`src/rtl/twi_pkg.sv`:
```
package twi_pkg;
  typedef enum logic [3:0] {
    ST_IDLE, ST_ADDR, ST_AACK, ST_CMD, ST_CACK,
    ST_WDATA, ST_DACK, ST_RDATA, ST_MACK
  } twi_state_e;

  localparam logic [4:0] ADDR_PREFIX = 5'b11001;
endpackage

```
`src/rtl/twi_sync.sv`:
```
module twi_sync #(
  parameter int STAGES = 2
) (
  input  logic clk,
  input  logic rst_n,
  input  logic scl_i,
  input  logic sda_i,
  output logic scl_s,
  output logic sda_s,
  output logic scl_rise,
  output logic scl_fall,
  output logic start_c,
  output logic stop_c
);
  logic [1:0] pin_in, synced, prev;
  assign pin_in = {sda_i, scl_i};

  for (genvar g = 0; g < 2; g++) begin : g_line
    logic [STAGES-1:0] chain;
    always_ff @(posedge clk or negedge rst_n) begin
      if (!rst_n) chain <= '1;
      else        chain <= {chain[STAGES-2:0], pin_in[g]};
    end
    assign synced[g] = chain[STAGES-1];
  end

  always_ff @(posedge clk or negedge rst_n) begin
    if (!rst_n) prev <= 2'b11;
    else        prev <= synced;
  end

  assign scl_s    = synced[0];
  assign sda_s    = synced[1];
  assign scl_rise = synced[0] & ~prev[0];
  assign scl_fall = ~synced[0] & prev[0];
  assign start_c  = synced[0] & prev[0] & prev[1] & ~synced[1];
  assign stop_c   = synced[0] & prev[0] & ~prev[1] & synced[1];
endmodule

```
`src/rtl/twi_regfile.sv`:
```
module twi_regfile #(
  parameter int         DEPTH     = 48,
  parameter int         ADR_OFF   = 1,
  parameter int         CNT_OFF   = 6,
  parameter int         BUSY_BIT  = 6,
  parameter logic [6:0] DEF_COUNT = 7'h30,
  parameter logic [7:0] ID_BYTE   = 8'h21
) (
  input  logic       clk,
  input  logic       rst_n,
  input  logic       prog_busy,
  input  logic       wr_en,
  input  logic [6:0] wr_addr,
  input  logic [7:0] wr_data,
  input  logic [6:0] rd_addr,
  output logic [7:0] rd_data,
  output logic [1:0] slv_lo,
  output logic [6:0] blk_count
);
  localparam int         AW      = $clog2(DEPTH);
  localparam logic [6:0] DEPTH_W = 7'(DEPTH);
  localparam logic [6:0] ADR_W   = 7'(ADR_OFF);

  logic [7:0] mem [1:DEPTH-1];

  always_ff @(posedge clk or negedge rst_n) begin
    if (!rst_n) begin
      for (int i = 1; i < DEPTH; i++)
        mem[i] <= (i == CNT_OFF) ? {DEF_COUNT, 1'b0} : 8'h00;
    end else if (wr_en && wr_addr != 7'd0 && wr_addr < DEPTH_W) begin
      mem[wr_addr[AW-1:0]] <= wr_data;
    end
  end

  always_comb begin
    rd_data = 8'h00;
    if (rd_addr == 7'd0) begin
      rd_data = ID_BYTE;
    end else if (rd_addr < DEPTH_W) begin
      rd_data = mem[rd_addr[AW-1:0]];
      if (rd_addr == ADR_W) rd_data[BUSY_BIT] = prog_busy;
    end
  end

  assign slv_lo    = mem[ADR_OFF][1:0];
  assign blk_count = mem[CNT_OFF][7:1];
endmodule

```
`src/rtl/twi_engine.sv`:
```
module twi_engine
  import twi_pkg::*;
#(
  parameter int DEPTH = 48
) (
  input  logic       clk,
  input  logic       rst_n,
  input  logic       scl_rise,
  input  logic       scl_fall,
  input  logic       sda_s,
  input  logic       start_c,
  input  logic       stop_c,
  input  logic       prog_busy,
  input  logic [1:0] slv_lo,
  input  logic [6:0] blk_count,
  input  logic [7:0] rd_data,
  output logic [6:0] rd_addr,
  output logic       sda_oe,
  output logic       wr_en,
  output logic [6:0] wr_addr,
  output logic [7:0] wr_data
);
  localparam logic [6:0] DEPTH_W = 7'(DEPTH);

  twi_state_e st;
  logic [3:0] bitn;
  logic [7:0] sr, tx;
  logic [6:0] ptr, left, first_len;
  logic       single, rw, wdone, mack;

  assign rd_addr   = ptr;
  assign first_len = single ? 7'd1 : blk_count;

  always_ff @(posedge clk or negedge rst_n) begin
    if (!rst_n) begin
      st <= ST_IDLE; bitn <= '0; sr <= '0; tx <= '0; ptr <= '0; left <= '0;
      single <= 1'b0; rw <= 1'b0; wdone <= 1'b0; mack <= 1'b0;
      sda_oe <= 1'b0; wr_en <= 1'b0; wr_addr <= '0; wr_data <= '0;
    end else begin
      wr_en <= 1'b0;
      if (start_c) begin
        st <= ST_ADDR; bitn <= '0; sda_oe <= 1'b0;
      end else if (stop_c) begin
        st <= ST_IDLE; sda_oe <= 1'b0;
      end else begin
        unique case (st)
          ST_ADDR, ST_CMD, ST_WDATA: begin
            if (scl_rise && bitn < 4'd8) begin
              sr   <= {sr[6:0], sda_s};
              bitn <= bitn + 4'd1;
            end else if (scl_fall && bitn == 4'd8) begin
              bitn <= '0;
              if (st == ST_ADDR) begin
                if (sr[7:1] == {ADDR_PREFIX, slv_lo}) begin
                  rw <= sr[0]; sda_oe <= 1'b1; st <= ST_AACK;
                end else begin
                  st <= ST_IDLE;
                end
              end else if (st == ST_CMD) begin
                single <= sr[7]; ptr <= sr[6:0]; wdone <= 1'b0;
                sda_oe <= 1'b1; st <= ST_CACK;
              end else if (!prog_busy && !(single && wdone)) begin
                sda_oe <= 1'b1; wdone <= 1'b1; ptr <= ptr + 7'd1;
                st <= ST_DACK;
                if (ptr != 7'd0 && ptr < DEPTH_W) begin
                  wr_en <= 1'b1; wr_addr <= ptr; wr_data <= sr;
                end
              end else begin
                st <= ST_IDLE;
              end
            end
          end
          ST_AACK: if (scl_fall) begin
            if (!rw) begin
              sda_oe <= 1'b0; st <= ST_CMD;
            end else if (first_len == 7'd0) begin
              sda_oe <= 1'b0; st <= ST_IDLE;
            end else begin
              tx <= rd_data; sda_oe <= ~rd_data[7]; bitn <= '0;
              ptr <= ptr + 7'd1; left <= first_len - 7'd1; st <= ST_RDATA;
            end
          end
          ST_CACK, ST_DACK: if (scl_fall) begin
            sda_oe <= 1'b0; st <= ST_WDATA;
          end
          ST_RDATA: if (scl_fall) begin
            if (bitn == 4'd7) begin
              sda_oe <= 1'b0; bitn <= '0; st <= ST_MACK;
            end else begin
              tx <= {tx[6:0], 1'b0}; sda_oe <= ~tx[6]; bitn <= bitn + 4'd1;
            end
          end
          ST_MACK: begin
            if (scl_rise) mack <= ~sda_s;
            else if (scl_fall) begin
              if (mack && left != 7'd0) begin
                tx <= rd_data; sda_oe <= ~rd_data[7]; ptr <= ptr + 7'd1;
                left <= left - 7'd1; st <= ST_RDATA;
              end else begin
                st <= ST_IDLE;
              end
            end
          end
          default: ;
        endcase
      end
    end
  end
endmodule

```
`src/rtl/twi_regslave.sv`:
```
module twi_regslave #(
  parameter int         DEPTH      = 48,
  parameter int         SYNC_STAGES = 2,
  parameter logic [6:0] DEF_COUNT  = 7'h30,
  parameter logic       DEV_BIT    = 1'b0,
  parameter logic [2:0] REV_ID     = 3'd2,
  parameter logic [3:0] VENDOR_ID  = 4'h1
) (
  input  logic       clk,
  input  logic       rst_n,
  input  logic       scl_i,
  input  logic       sda_i,
  output logic       sda_oe,
  input  logic       prog_busy,
  output logic       wr_valid,
  output logic [6:0] wr_addr,
  output logic [7:0] wr_data
);
  localparam logic [7:0] ID_BYTE = {DEV_BIT, REV_ID, VENDOR_ID};

  logic scl_s, sda_s, scl_rise, scl_fall, bus_start, bus_stop;
  logic [6:0] rd_addr, blk_count;
  logic [7:0] rd_data;
  logic [1:0] slv_lo;

  twi_sync #(.STAGES(SYNC_STAGES)) u_sync (
    .clk(clk), .rst_n(rst_n), .scl_i(scl_i), .sda_i(sda_i),
    .scl_s(scl_s), .sda_s(sda_s), .scl_rise(scl_rise), .scl_fall(scl_fall),
    .start_c(bus_start), .stop_c(bus_stop)
  );

  twi_engine #(.DEPTH(DEPTH)) u_engine (
    .clk(clk), .rst_n(rst_n), .scl_rise(scl_rise), .scl_fall(scl_fall),
    .sda_s(sda_s), .start_c(bus_start), .stop_c(bus_stop),
    .prog_busy(prog_busy), .slv_lo(slv_lo), .blk_count(blk_count),
    .rd_data(rd_data), .rd_addr(rd_addr), .sda_oe(sda_oe),
    .wr_en(wr_valid), .wr_addr(wr_addr), .wr_data(wr_data)
  );

  twi_regfile #(
    .DEPTH(DEPTH), .DEF_COUNT(DEF_COUNT), .ID_BYTE(ID_BYTE)
  ) u_regs (
    .clk(clk), .rst_n(rst_n), .prog_busy(prog_busy),
    .wr_en(wr_valid), .wr_addr(wr_addr), .wr_data(wr_data),
    .rd_addr(rd_addr), .rd_data(rd_data),
    .slv_lo(slv_lo), .blk_count(blk_count)
  );
endmodule

```
`config.mk`:
```
export PLATFORM = sky130hd
export DESIGN_NAME = twi_regslave
export DESIGN_NICKNAME = d
export VERILOG_FILES = /design/src/rtl/twi_pkg.sv /design/src/rtl/twi_sync.sv /design/src/rtl/twi_regfile.sv /design/src/rtl/twi_engine.sv /design/src/rtl/twi_regslave.sv
export SDC_FILE = /design/constraint.sdc
export NUM_CORES = 1
export LEC_CHECK = 0
export BUFFER_PORTS_ARGS = -buffer_cell sky130_fd_sc_hd__buf_2
export CAP_MARGIN = 20
export CORE_AREA = 2 2 255 194
export DETAILED_ROUTE_END_ITERATION = 10
export DIE_AREA = 0 0 257 196
export RECOVER_POWER = 25
export SYNTH_ARGS = -nofsm -noshare
export SYNTH_HDL_FRONTEND = slang
export SYNTH_HIERARCHICAL = 1
export SYNTH_SLANG_ARGS = --single-unit
```
`constraint.sdc`:
```
create_clock -name clk -period 3.7 [get_ports clk]
set_input_delay 0.555 -clock clk [delete_from_list [all_inputs] [get_ports clk]]
set_output_delay 0.555 -clock clk [all_outputs]
set_load 0.01 [all_outputs]
```
# Word-level counts from Yosys, hierarchy flattened
# Cells that the tools add are included.
# op_classes
addsub	4
order_cmp	6
eq_ne	41
mux	94
bitwise	20
n_reduce_logical	36
# ops
operator	n
$bwmux 376	1
$mux 7	26
$mux 4	22
$bmux 8 s6	1
$demux 8 s6	1
$pmux 7 s3	2
$mux 8	5
$mux 1	28
$ne 4x3->1 const B	7
$reduce_and 7->1	4
$reduce_bool 7->1	4
$reduce_and 9->1	3
$reduce_and 11->1	2
$eq 4x3->1 const B	5
$pmux 4 s5	1
$ge 7x7->1 const B	2
$logic_not 7->1	2
$lt 7x6->1 const B	2
$not 6->7	2
$pmux 7 s2	1
$sub 7x1->7 const B	2
$reduce_and 13->1	1
$ne 2x1->1 const B	6
$ne 2x2->1 const B	6
30 further kinds	65
# totals
register_bits	440
in_bits	5
output_inout_bits	17
wordCells	265

# Logic depth before layout (Yosys ltp)
# Gate-level depths: netlist of the first run.
# depth
depth_word	14
depth_mapped	13
depth_no_buf	9

# Cells and area by module
# The synthesis of the first run kept the hierarchy.
# by_module_without_submodules
module	n_inst	cells_each	area_per_inst_um2	seq_area_each_um2
twi_regfile	1	1166	17650.7	9411.5
twi_engine	1	372	3480.8	1451.4
twi_sync	1	10	190.2	157.7

# Least setup slack after synthesis of the first run
# Ideal clock, no wire load.
# synth_path
kind	flip-flop to flip-flop
start	register u_engine.st[0]
end	register u_engine.left[4]
setup_time_ns	0.140
arrival_ns	2.702
required_time_ns	3.560
setup_slack_ns	0.858
stages_incl_launch_ff	13
n_path_buf	4
synth_period_minus_slack_ns	2.842
path_cell_list	dfrtp_1 buf_6 or4b_4 buf_6 clkbuf_1 and3_1 a21oi_1 ha_1 clkbuf_1 o311ai_0 or2_0 o32ai_1 a21oi_1
# synth_via
elab_chain_len	3
word_cells_on_any_way	11
cone_classes	8 x eq/ne; 1 x mux; 2 x reduce/logical
# synth_lines
element	line_no	source
from (decl)	twi_engine.sv:25	twi_state_e st;
from (signal assigned)	twi_engine.sv:36	st <= ST_IDLE; bitn <= '0; sr <= '0; tx <= '0; ptr <= '0; left <= '0;
from (signal assigned)	twi_engine.sv:42	st <= ST_ADDR; bitn <= '0; sda_oe <= 1'b0;
from (signal assigned)	twi_engine.sv:44	st <= ST_IDLE; sda_oe <= 1'b0;
$eq 4x4->1 / $eq 4x2->1 (equally long branches)	twi_engine.sv:46	unique case (st)
$ne 2x2->1 (no line), or another cell as far along	-	
$reduce_and 9->1 (no line)	-	
to (signal assigned)	twi_engine.sv:36	
to (signal assigned)	twi_engine.sv:80	ptr <= ptr + 7'd1; left <= first_len - 7'd1; st <= ST_RDATA;
to (signal assigned)	twi_engine.sv:98	left <= left - 7'd1; st <= ST_RDATA;
to (decl)	twi_engine.sv:28	logic [6:0] ptr, left, first_len;
# Parallel ways exist; a longest one is shown, timed or not.
# A chain may end at the register's enable or synchronous reset.

# Final worst setup path of the first run
# Same ends and word-level chain as after synthesis.

==> impl_summary.log, run 1 <==
[metrics] outcome: complete, but fails checks
[metrics] failing checks: max-capacitance violations, max-slew violations
[metrics] Synth Register Bits: 440
[metrics] top-area cell type share of the netlist area: 0.5070
[metrics] initial antenna violation count: 2
[metrics] pre-CTS setup slack: 0.7348 ns
[metrics] gate family responsible for the most delay along the worst path: simple AND/OR/NAND/NOR gates
[metrics] final antenna-violating net count: 0
[metrics] clock transition at the registers of the reported paths: 0.07 ns
[metrics] vias after detailed routing: roughly 13,000
[metrics] pin count of the biggest net entering global routing: 99
[metrics] area enclosed by the die boundary: roughly 50,000 sq um
[metrics] placed insts: 2,154
[metrics] Critical Setup Path Class: reg2reg
[metrics] Worst Max-Slew Pin Slew: 2.742 ns
[metrics] cell taking the most area after synthesis: dfrtp_1
[metrics] clock tree sinks: 440
[metrics] final weighted congestion in routability-driven placement: 0.8565
[metrics] number of warnings issued by yosys: 6
[metrics] # DRC: 0
[metrics] Core Region: a little under 50,000 sq um
[metrics] residual overflow from global routing: 0
[metrics] setup repair after global routing missed its margin: no
[metrics] normalized max-slew margin: -0.8283
[metrics] Leak Pwr: ~11 nW
[metrics] cells along the critical path: or4b_4, and3_1, a21oi_1, ha_1, o311ai_0, or2_0, o32ai_1, a21oi_1
[metrics] wire length per cell after detailed routing: 24.53 um
[metrics] # resized after CTS: 0
[metrics] number of buffers inserted by hold repair at cts: 0
[metrics] fin crit period: 3.013 ns
[metrics] part of the Yosys area used for sequential elements: 0.5169
[metrics] Starting Density: 0.4434
[metrics] Pre-Repair DR Iteration Count: 5
[metrics] final instance area: ~24,000 sq um
[metrics] non-filler cells in the finished layout: 2,236
[metrics] share of final-layout standard cells stronger than drive strength 1: 0.4367
[metrics] total setup violations reported at the end of the flow: 0
[metrics] CTS tree: yes
[metrics] type of element capturing the critical path: flop
[metrics] aggregate global-route resource usage: 0.2213
[metrics] DRC violation total after the first TritonRoute iteration: 1,198
[metrics] Period Utilization, post-route: 0.8144
[metrics] classification of the worst-slack hold path: in2reg
[metrics] worst vdd ir: 355.7 uV
[metrics] most used flip-flop cell after synthesis: dfrtp_1
[metrics] CTS root buf: clkbuf_16
[metrics] Routed WL: 54.85 mm
[metrics] overall power after layout: 12.79 mW
[metrics] net total in the final layout: 1,563
[metrics] Die Span Y: 196 um
[metrics] Die W: 257 um
[metrics] Longest Clk Path Bufs: 3
[metrics] setup TNS: 0 ns
[metrics] Slowest Stage Delay on Critical Path: 0.75 ns
[metrics] Yosys cell types: 82
[metrics] standard cell area after detailed placement: 22,140 sq um
[metrics] area delta synth->final: 10.72%
[metrics] Synth Cell Area: around 21,000 sq um
[metrics] ys async rst share: 1.000
[metrics] H-tree Lvls: 2
[metrics] count of port buffers added during placement: 21
[metrics] Critical path buffers and inverters: 0
[metrics] average via count per standard cell: 5.992
[metrics] max-slew violation count: 95
[metrics] library cell appearing most often on the critical path: a21oi_1
[metrics] count of flip-flops with a built-in enable after synthesis: 0
[metrics] Crit Path Max Fanout: 17
[metrics] Clk Latency, worst-skew pair: 0.57 ns
[metrics] cell with the largest stage delay on the worst path: or4b_4
[metrics] power per standard cell area: roughly 540 nW/um^2
[metrics] ports placed on the boundary: 22
[metrics] synthesized instance count: 1,548
[metrics] number of nets in the synthesized netlist: 1,558
[metrics] via count of the first global-routing pass: 13,520
[metrics] Critical Path Start Type: flop
[metrics] total CTS buffers: 45
[metrics] Hold Fails Final Rpt: 0
[metrics] Crit path arrival time: approximately 3.5 ns
[metrics] # Post-CTS Setup Buffers: 0
[metrics] Layout Skew: 0.02412 ns
[metrics] post-route setup slack: between 0.6 and 0.7 ns
[metrics] final core utilization: 0.4910
[metrics] largest cells by area after synthesis: dfrtp_1 51%, mux2_2 22%, mux4_2 8.8%, nand2_1 1.3%, clkbuf_1 1.3%
[metrics] data required time at the worst endpoint: 4.13 ns
[metrics] global-route wire length before repair: 85.67 mm
[metrics] detailed-placement wirelength estimate: 36.60 mm
[metrics] Rows: 70
[metrics] Fmax achieved: ~330 MHz
[metrics] worst hold slack: ~0.09 ns
[metrics] total of max-cap violations: 1
[metrics] post-synthesis area per instance: 13.77 sq um
-- layout by cell type (no fill, tap or decap), drive strengths merged, types with 6 or more instances in the layout --
cell type and n:
dfrtp 432, mux2 414, mux4 89, nand2 76, buf 75, nor2 68, clkbuf 63, a21oi 42
o21ai 40, mux2i 26, nand3 21, inv 16, clkinv 15, nor3 14, a31oi 13, nand2b 9
o22ai 9, nor4 9, or3 8, nor2b 8, o211ai 8, dfstp 8, and3 7, a22oi 7
nor3b 6, nor4b 6
-- kinds of logic (layout without fill, tap and decap cells) --
family                   after synthesis  in the layout  synth area share
multiplexers                         529            529            0.3259
buffers and inverters                136            175           0.03151
AO/OA/AOI/OAI                        166            166           0.05258
AND/OR/NAND/NOR                      269            269           0.06895
XOR/XNOR                               3              3          0.001233
other                                  0              1                 0
flip-flops                           440            440            0.5169
adder cells (fa/ha/maj)                5              5          0.002934
-- worst paths after layout --
check / start / end / slack (ns) / depth (start not counted)
worst max-delay path: u_engine/st[0] / u_engine/left[4] / 0.69 / 8
worst min-delay path: sda_i / u_sync/g_line[1].chain[0] / 0.09 / 1
worst max register to register: u_engine/st[0] / u_engine/left[4] / 0.69 / 8
worst min register to register: u_sync/g_line[0].chain[0] / u_sync/g_line[0].chain[1] / 0.36 / 0
max in group asynchronous: rst_n / u_engine/wr_data[5] / 0.88 / 2
min in group asynchronous: rst_n / u_engine/bitn[0] / 0.80 / 1
-- power by group --
part	total, mW	switching, mW	internal, mW
combinational	2.71	1.58	1.13
clock	4.59	1.94	2.65
sequential	5.49	0.504	4.98
total	12.8	4.03	8.76
-- routing by layer --
metal  global-route usage  vias up  wire, um
met5                    0        -         0
met4              0.05276        0      1103
met3              0.03656       79      3193
met2               0.3264      393     24110
met1               0.3411     7151     26450
li1                     -     5774         -
-- area by class of cell --
cell class / instances / area [sq um]
fillers: 4162 / 24480
flip-flops and latches: 440 / 11040
multi-input cells: 972 / 9629
clock buffers: 60 / 1285
well taps: 648 / 810.8
repair buffers: 78 / 589.3
clock inverters: 21 / 195.2
inverters: 16 / 60.06
diodes: 1 / 2.502
-- registers in the layout (all words and copies together), names as in the netlist --
| signal | count |
|---|---|
| u_regs/mem | 367 |
| u_engine/sr | 8 |
| u_engine/wr_data | 8 |
| u_engine/left | 7 |
| u_engine/rd_addr | 7 |
| u_engine/tx | 7 |
| u_engine/wr_addr | 7 |
| u_regs/blk_count | 7 |
| u_engine/bitn | 4 |
| u_engine/st | 4 |
| u_sync/g_line.chain | 4 |
| u_regs/slv_lo | 2 |
| u_sync/prev | 2 |
| u_engine/mack | 1 |
| u_engine/rw | 1 |
| u_engine/sda_oe | 1 |
| u_engine/single | 1 |
| u_engine/wdone | 1 |
| u_engine/wr_en | 1 |
-- Yosys cell counts (5+ instances only) --
cell	number
nor2_1	57
mux2_2	414
and3b_1	5
a221oi_1	5
or3_1	8
a22oi_1	7
clkbuf_1	73
dfrtp_1	432
o21ai_0	34
nand2_1	76
nor3_1	12
mux2i_1	26
nor2b_1	8
buf_4	14
inv_1	15
o22ai_1	8
o211ai_1	7
ha_1	5
nor4b_1	5
and3_1	7
nand3_1	21
nor4_1	7
mux4_1	6
a21oi_1	41
dfstp_2	8
a31oi_1	13
nand2b_1	9
buf_6	9
nor3b_1	6
buf_2	20
nor2_4	7
mux4_2	83
(Power assumes the default switching activity.)
==> run 2: changes to the inputs <==
==> constraint.sdc (replaced) <==
create_clock -name clk -period 2.6 [get_ports clk]
set_input_delay 0.39 -clock clk [delete_from_list [all_inputs] [get_ports clk]]
set_output_delay 0.39 -clock clk [all_outputs]
set_load 0.01 [all_outputs]
==> run 2 against run 1 <==
The flow still finishes with violations (max-capacitance violations, max-slew violations). Combinational power increased by 85%. Register-to-register slack got worse by 0.67 ns. Final cell count increased by 4.0%. Die area unchanged. Utilization increased by 1.7 points. Critical path depth increased by 2. Largest cell class unchanged. Highest routed layer unchanged.
==> impl_summary.log, run 2 (synthesis gave the netlist of run 1 again) <==
[metrics] Hold Path Cell Cnt: 4 (+3)
[metrics] max-slew violation count: 57 (-40%)
[metrics] DRC violation total after the first TritonRoute iteration: 1,078 (-10%)
[metrics] vias after detailed routing: 13,670 (+2.0%)
[metrics] Hold Fails Final Rpt: 0 (unchanged)
[metrics] initial antenna violation count: 0 (-2)
[metrics] Biggest register: u_regs/mem
[metrics] final instance area: 24,430 sq um (+3.5%)
[metrics] post-route setup slack: 0.01714 ns (-0.6697 ns)
[metrics] clock tree sinks: 440 (unchanged)
[metrics] pin count of the biggest net entering global routing: 67 (-32%)
[metrics] Fmax achieved: 387.2 MHz (+17%)
[metrics] CTS root buf: clkbuf_16
[metrics] Clk Latency, worst-skew pair: 0.58 ns (about the same)
[metrics] worst hold slack: 0.2650 ns (+0.1736 ns)
[metrics] leading cell types in the layout, fill and taps excluded: 426 x dfrtp_1, 414 x mux2_2, 121 x buf_4
[metrics] Die Span Y: 196 um (unchanged)
[metrics] Leak Pwr: 11.53 nW (+4.3%)
[metrics] CTS tree: yes
[metrics] Largest register FFs: 367 (unchanged)
[metrics] aggregate global-route resource usage: 0.2290 (+0.007692)
[metrics] normalized max-slew margin: -0.1399 (+0.6884)
[metrics] global-route wire length before repair: 88.00 mm (+2.7%)
[metrics] number of diodes: 0 (-1)
[metrics] standard cell area after detailed placement: 22,880 sq um (+3.3%)
[metrics] pre-CTS setup slack: -0.03452 ns (-0.7693 ns)
[metrics] non-filler cells in the finished layout: 2,326 (+4.0%)
[metrics] Rows: 70 (unchanged)
[metrics] power per standard cell area: 775.1 nW/um^2 (+43%)
[metrics] area enclosed by the die boundary: 50,370 sq um (unchanged)
[metrics] Routed WL: 57.08 mm (+4.1%)
[metrics] ports placed on the boundary: 22 (unchanged)
[metrics] type of element capturing the critical path: flop
[metrics] total setup violations reported at the end of the flow: 0 (unchanged)
[metrics] count of port buffers added during placement: 21 (unchanged)
[metrics] largest registers ranked by flip-flop count: u_regs/mem (367), u_engine/sr (8), u_engine/wr_data (8)
[metrics] total of max-cap violations: 1 (unchanged)
[metrics] wire length per cell after detailed routing: 24.54 um (about the same)
[metrics] failing checks: max-capacitance violations, max-slew violations
[metrics] cell count of the worst reg-to-reg path: 10 (+2)
[metrics] via count of the first global-routing pass: 14,070 (+4.1%)
[metrics] share of final-layout standard cells stronger than drive strength 1: 0.4672 (+0.03055)
[metrics] Core Region: 48,080 sq um (unchanged)
[metrics] total CTS buffers: 46 (+2.2%)
[metrics] worst vdd ir: 491.4 uV (+38%)
[metrics] most common library cell in the layout ignoring fill and taps: dfrtp_1
[metrics] final core utilization: 0.5080 (+0.01702)
[metrics] Critical Path Start Type: flop
[metrics] Critical Setup Path Class: reg2reg
[metrics] Die W: 257 um (unchanged)
[metrics] classification of the worst-slack hold path: in2reg
[metrics] average via count per standard cell: 5.877 (-1.9%)
[metrics] net total in the final layout: 1,656 (+6.0%)
[metrics] setup repair after global routing missed its margin: yes
[metrics] H-tree Lvls: 2 (unchanged)
[metrics] residual overflow from global routing: 0 (unchanged)
[metrics] fin crit period: 2.583 ns (-0.4303 ns)
[metrics] final weighted congestion in routability-driven placement: 0.9302 (+8.6%)
[metrics] clock transition at the registers of the reported paths: 0.06 ns (about the same)
[metrics] Starting Density: 0.4434 (unchanged)
[metrics] Worst Max-Slew Pin Slew: 1.710 ns (-1.033 ns)
[metrics] Pre-Repair DR Iteration Count: 5 (unchanged)
[metrics] # DRC: 0 (unchanged)
[metrics] Crit Path Max Fanout: 9 (-8)
[metrics] Longest Clk Path Bufs: 3 (unchanged)
[metrics] Layout Skew: 0.02402 ns (-0.0001004 ns)
[metrics] data required time at the worst endpoint: 3.05 ns (-1.08 ns)
[metrics] Crit path arrival time: 3.03 ns (-0.42 ns)
[metrics] final antenna-violating net count: 0 (unchanged)
[metrics] area delta synth->final: 14.56%
[metrics] Period Utilization, post-route: 0.9934 (+0.1790)
[metrics] detailed-placement wirelength estimate: 39.17 mm (+7.0%)
[metrics] setup TNS: 0 ns (unchanged)
[metrics] outcome: complete, but fails checks
[metrics] overall power after layout: 18.93 mW (+48%)
[metrics] placed insts: 2,236 (+3.8%)
## run 2: cell count changes in the layout (fill, tap and decap cells not counted), sizes merged, moves of 2 or more
| cell | change |
|---|---|
| buf | +83 |
| clkinv | -7 |
| clkbuf | +14 |
| dlygate4sd3 | +3 |
| bufinv | -2 |
## run 2: area by class of cell
type                       count  area (sq um)
timing repair buffer         170          1384
fill                        4084         23660
clock buffer                  68          1365
inverter                      16         60.06
tap                          648         810.8
sequential                   440         11040
multi-input combinational    972          9673
clock inverter                12         97.59
## run 2: path summary, 6_finish.rpt
check,from,to,slack (ns)
worst max-delay path,u_engine/rd_addr[0],u_engine/tx[6],0.02
worst min-delay path,prog_busy,u_engine/wdone,0.27
worst max register to register,u_engine/rd_addr[0],u_engine/tx[6],0.02
worst min register to register,u_sync/g_line[1].chain[0],u_sync/g_line[1].chain[1],0.36
max in group asynchronous,rst_n,u_regs/mem[131],0.34
min in group asynchronous,rst_n,u_engine/left[6],0.80
## run 2: layer usage
metal  track usage  share of wire  vias to the layer above
li1              -              -                     5966
met1        0.3479           0.48                     7251
met2        0.3408           0.44                      374
met3       0.04367          0.058                       79
met4       0.05039          0.017                        0
met5             0              0                        -
## run 2: repair_timing
item / in CTS / in global routing
gates resized for setup: 1 / 12
endpoints found under the hold margin: 46 / 0
setup buffers: 2 / 5
setup endpoints to repair: 5 / 8
pin swaps: 0 / 2
cloned: 0 / 0
hold buffers: 3 / 0
## run 2: worst max-delay path: stages (launching register included)
cell	delay, ns
dfrtp_4	0.42
buf_4	0.18
buf_4	0.14
buf_4	0.18
mux4_1	0.57
or3_1	0.31
o311a_1	0.14
nand4_1	0.09
o21ai_0	0.08
mux2i_1	0.25
o21ai_1	0.09
## run 2: power breakdown
group | total [mW] | internal (mW) | switching, mW
sequential | 7.45 | 7.11 | 0.343
combinational | 5.01 | 2.16 | 2.85
clock | 6.48 | 3.72 | 2.76
==> run 3: changes to the inputs <==
--- a/config.mk
+++ b/config.mk
@@ -5,11 +5,11 @@
 export SDC_FILE = /design/constraint.sdc
 export NUM_CORES = 1
 export LEC_CHECK = 0
-export BUFFER_PORTS_ARGS = -buffer_cell sky130_fd_sc_hd__buf_2
+export BUFFER_PORTS_ARGS = -buffer_cell sky130_fd_sc_hd__buf_4
 export CAP_MARGIN = 20
-export CORE_AREA = 2 2 255 194
+export CORE_AREA = 2 2 270 205
 export DETAILED_ROUTE_END_ITERATION = 10
-export DIE_AREA = 0 0 257 196
+export DIE_AREA = 0 0 272 207
 export RECOVER_POWER = 25
 export SYNTH_ARGS = -nofsm -noshare
 export SYNTH_HDL_FRONTEND = slang
==> run 3 against run 2 <==
The run still ends with max-capacitance violations, max-slew violations left. Routed wire length fell by 0.12%. Via count rose by 0.45%. Flip-flop and latch count unchanged. Worst hold slack got worse by 0.053 ns. First-iteration DRC count up 22%. Final cell count rose by 2.8%. Register-to-register slack better by 0.08 ns. Clock-buffer cell count down 1. Sequential power fell by 0.7%. Critical path depth is 5 lower. Sequential share of layout area fell by 0.41 points. Clock skew decreased by 0.011 ns. Highest routed layer unchanged.
==> impl_summary.log, run 3 (synthesis gave the netlist of run 1 again) <==
[metrics] outcome: complete, but fails checks
[metrics] failing checks: max-capacitance violations, max-slew violations
[metrics] CTS root buf: clkbuf_16
[metrics] final antenna-violating net count: 0 (unchanged)
[metrics] Pre-Repair DR Iteration Count: 5 (unchanged)
[metrics] Core Region: 53,790 sq um (+12%)
[metrics] area enclosed by the die boundary: 56,300 sq um (+12%)
[metrics] data required time at the worst endpoint: 3.04 ns (about the same)
[metrics] Die W: 272 um (+5.8%)
[metrics] pin count of the biggest net entering global routing: 72 (+7.5%)
[metrics] post-route setup slack: 0.09394 ns (+0.07680 ns)
[metrics] fin crit period: 2.506 ns (-0.07680 ns)
[metrics] classification of the worst-slack hold path: in2reg
[metrics] final weighted congestion in routability-driven placement: 0.8855 (-4.8%)
[metrics] Crit Path Max Fanout: 15 (+6)
[metrics] Longest Clk Path Bufs: 3 (unchanged)
[metrics] final core utilization: 0.4583 (-0.04974)
[metrics] via count of the first global-routing pass: 14,000 (-0.50%)
[metrics] Die Span Y: 207 um (+5.6%)
[metrics] setup repair after global routing missed its margin: yes
[metrics] DRC violation total after the first TritonRoute iteration: 1,310 (+22%)
[metrics] clock tree sinks: 440 (unchanged)
[metrics] Layout Skew: 0.01333 ns (-0.01069 ns)
[metrics] vias after detailed routing: 13,730 (+0.45%)
[metrics] Crit path arrival time: 2.95 ns (-0.08 ns)
[metrics] worst vdd ir: 495.2 uV (+0.79%)
[metrics] initial antenna violation count: 0 (unchanged)
[metrics] average via count per standard cell: 5.745 (-2.2%)
[metrics] ports placed on the boundary: 22 (unchanged)
[metrics] aggregate global-route resource usage: 0.2046 (-0.02440)
[metrics] Critical Path Start Type: flop
[metrics] Fmax achieved: 399.0 MHz (+3.1%)
[metrics] normalized max-slew margin: -0.2945 (-0.1546)
[metrics] area delta synth->final: 15.62%
[metrics] H-tree Lvls: 2 (unchanged)
[metrics] leading cell types in the layout, fill and taps excluded: 424 x dfrtp_1, 414 x mux2_2, 131 x buf_4
[metrics] CTS tree: yes
[metrics] residual overflow from global routing: 0 (unchanged)
[metrics] largest registers ranked by flip-flop count: u_regs/mem (367), u_engine/sr (8), u_engine/wr_data (8)
[metrics] Critical Setup Path Class: reg2reg
[metrics] clock transition at the registers of the reported paths: 0.06 ns (about the same)
[metrics] Biggest register: u_regs/mem
[metrics] Leak Pwr: 11.56 nW (+0.21%)
[metrics] net total in the final layout: 1,644 (-0.72%)
[metrics] number of diodes: 0 (unchanged)
[metrics] wire length per cell after detailed routing: 23.86 um (-2.8%)
[metrics] type of element capturing the critical path: flop
[metrics] total setup violations reported at the end of the flow: 0 (unchanged)
[metrics] total of max-cap violations: 1 (unchanged)
[metrics] max-slew violation count: 69 (+21%)
[metrics] setup slack on the worst flop-to-flop path: 0.09 ns (+0.08 ns)
[metrics] # DRC: 0 (unchanged)
[metrics] Hold Fails Final Rpt: 0 (unchanged)
[metrics] Period Utilization, post-route: 0.9639 (-0.02954)
[metrics] most common library cell in the layout ignoring fill and taps: dfrtp_1
[metrics] Routed WL: 57.01 mm (-0.12%)
[metrics] power per standard cell area: 789.1 nW/um^2 (+1.8%)
[metrics] count of port buffers added during placement: 21 (unchanged)
[metrics] pre-CTS setup slack: -0.06837 ns (-0.03385 ns)
[metrics] Starting Density: 0.3964 (-0.04707)
[metrics] detailed-placement wirelength estimate: 39.03 mm (-0.35%)
[metrics] Rows: 74 (+5.7%)
[metrics] Clk Latency, worst-skew pair: 0.57 ns (about the same)
[metrics] total CTS buffers: 44 (-4.3%)
[metrics] share of final-layout standard cells stronger than drive strength 1: 0.4658 (-0.001396)
[metrics] global-route wire length before repair: 89.21 mm (+1.4%)
[metrics] Largest register FFs: 367 (unchanged)
[metrics] Worst Max-Slew Pin Slew: 1.942 ns (+0.2319 ns)
run 3: layout make-up:
type	instances	area (sq um)
Multi-Input combinational cell	972	9659
Clock inverter	13	250.2
Clock buffer	67	1349
Inverter	16	60.06
Tap cell	722	903.4
Sequential cell	440	11040
Fill cell	4731	29140
Timing Repair Buffer	160	1394
run 3: path summary, 6_finish.rpt:
path,from,to,cells past startpoint
min,prog_busy,u_engine/wdone,4
max reg2reg,u_sync/prev[0],u_engine/rd_addr[0],5
max,u_sync/prev[0],u_engine/rd_addr[0],5
min reg2reg,u_sync/g_line[0].chain[0],u_sync/g_line[0].chain[1],0
max in group asynchronous,rst_n,u_regs/mem[215],3
min in group asynchronous,rst_n,u_engine/left[3],2
run 3: metal layers:
metal  global-route usage  share of wire  vias up
met1               0.3217           0.49     7321
met3              0.03118          0.055       82
met5                    0              0        -
met4              0.04566          0.018        0
met2               0.2966           0.44      378
li1                     -              -     5950
run 3: through the flow:
step / TNS (ns) / cells / total power [mW] / hold slack (ns) / area [sq um]
after floorplan: 0 / 1548 / 10.62 / 0.09441 / 21350
after global routing: -0.2176 / 2390 / 20.31 / 0.2356 / 24650
after CTS: 0 / 2381 / 19.41 / 0.1992 / 24560
final: 0 / 2390 / 19.45 / 0.2122 / 24650
after global placement: -0.05117 / 2296 / 12.23 / 0.3454 / 22900
after detailed placement: -0.09941 / 2296 / 12.28 / 0.3472 / 22900
run 3: critical path, stage by stage (launching register included):
cell	delay (ns)
dfstp_2	0.54
nor2b_1	0.20
nand4b_1	0.27
or4_1	0.59
a211o_4	0.44
a211o_1	0.34
run 3: report_power, final:
part,total (mW),internal (mW),leakage [nW],switching (mW)
Sequential,7.40,7.10,6.04,0.298
Clock,7.01,4.27,0.785,2.73
Combinational,5.05,2.17,4.73,2.88
run 3: repair_timing:
item,4_1_cts,5_1_grt
resized for setup,0,4
endpoints found under the hold margin,53,0
cloned,0,0
endpoints found under the setup margin,6,9
buffers inserted,2,9
pin swaps,0,1
hold buffers,3,0
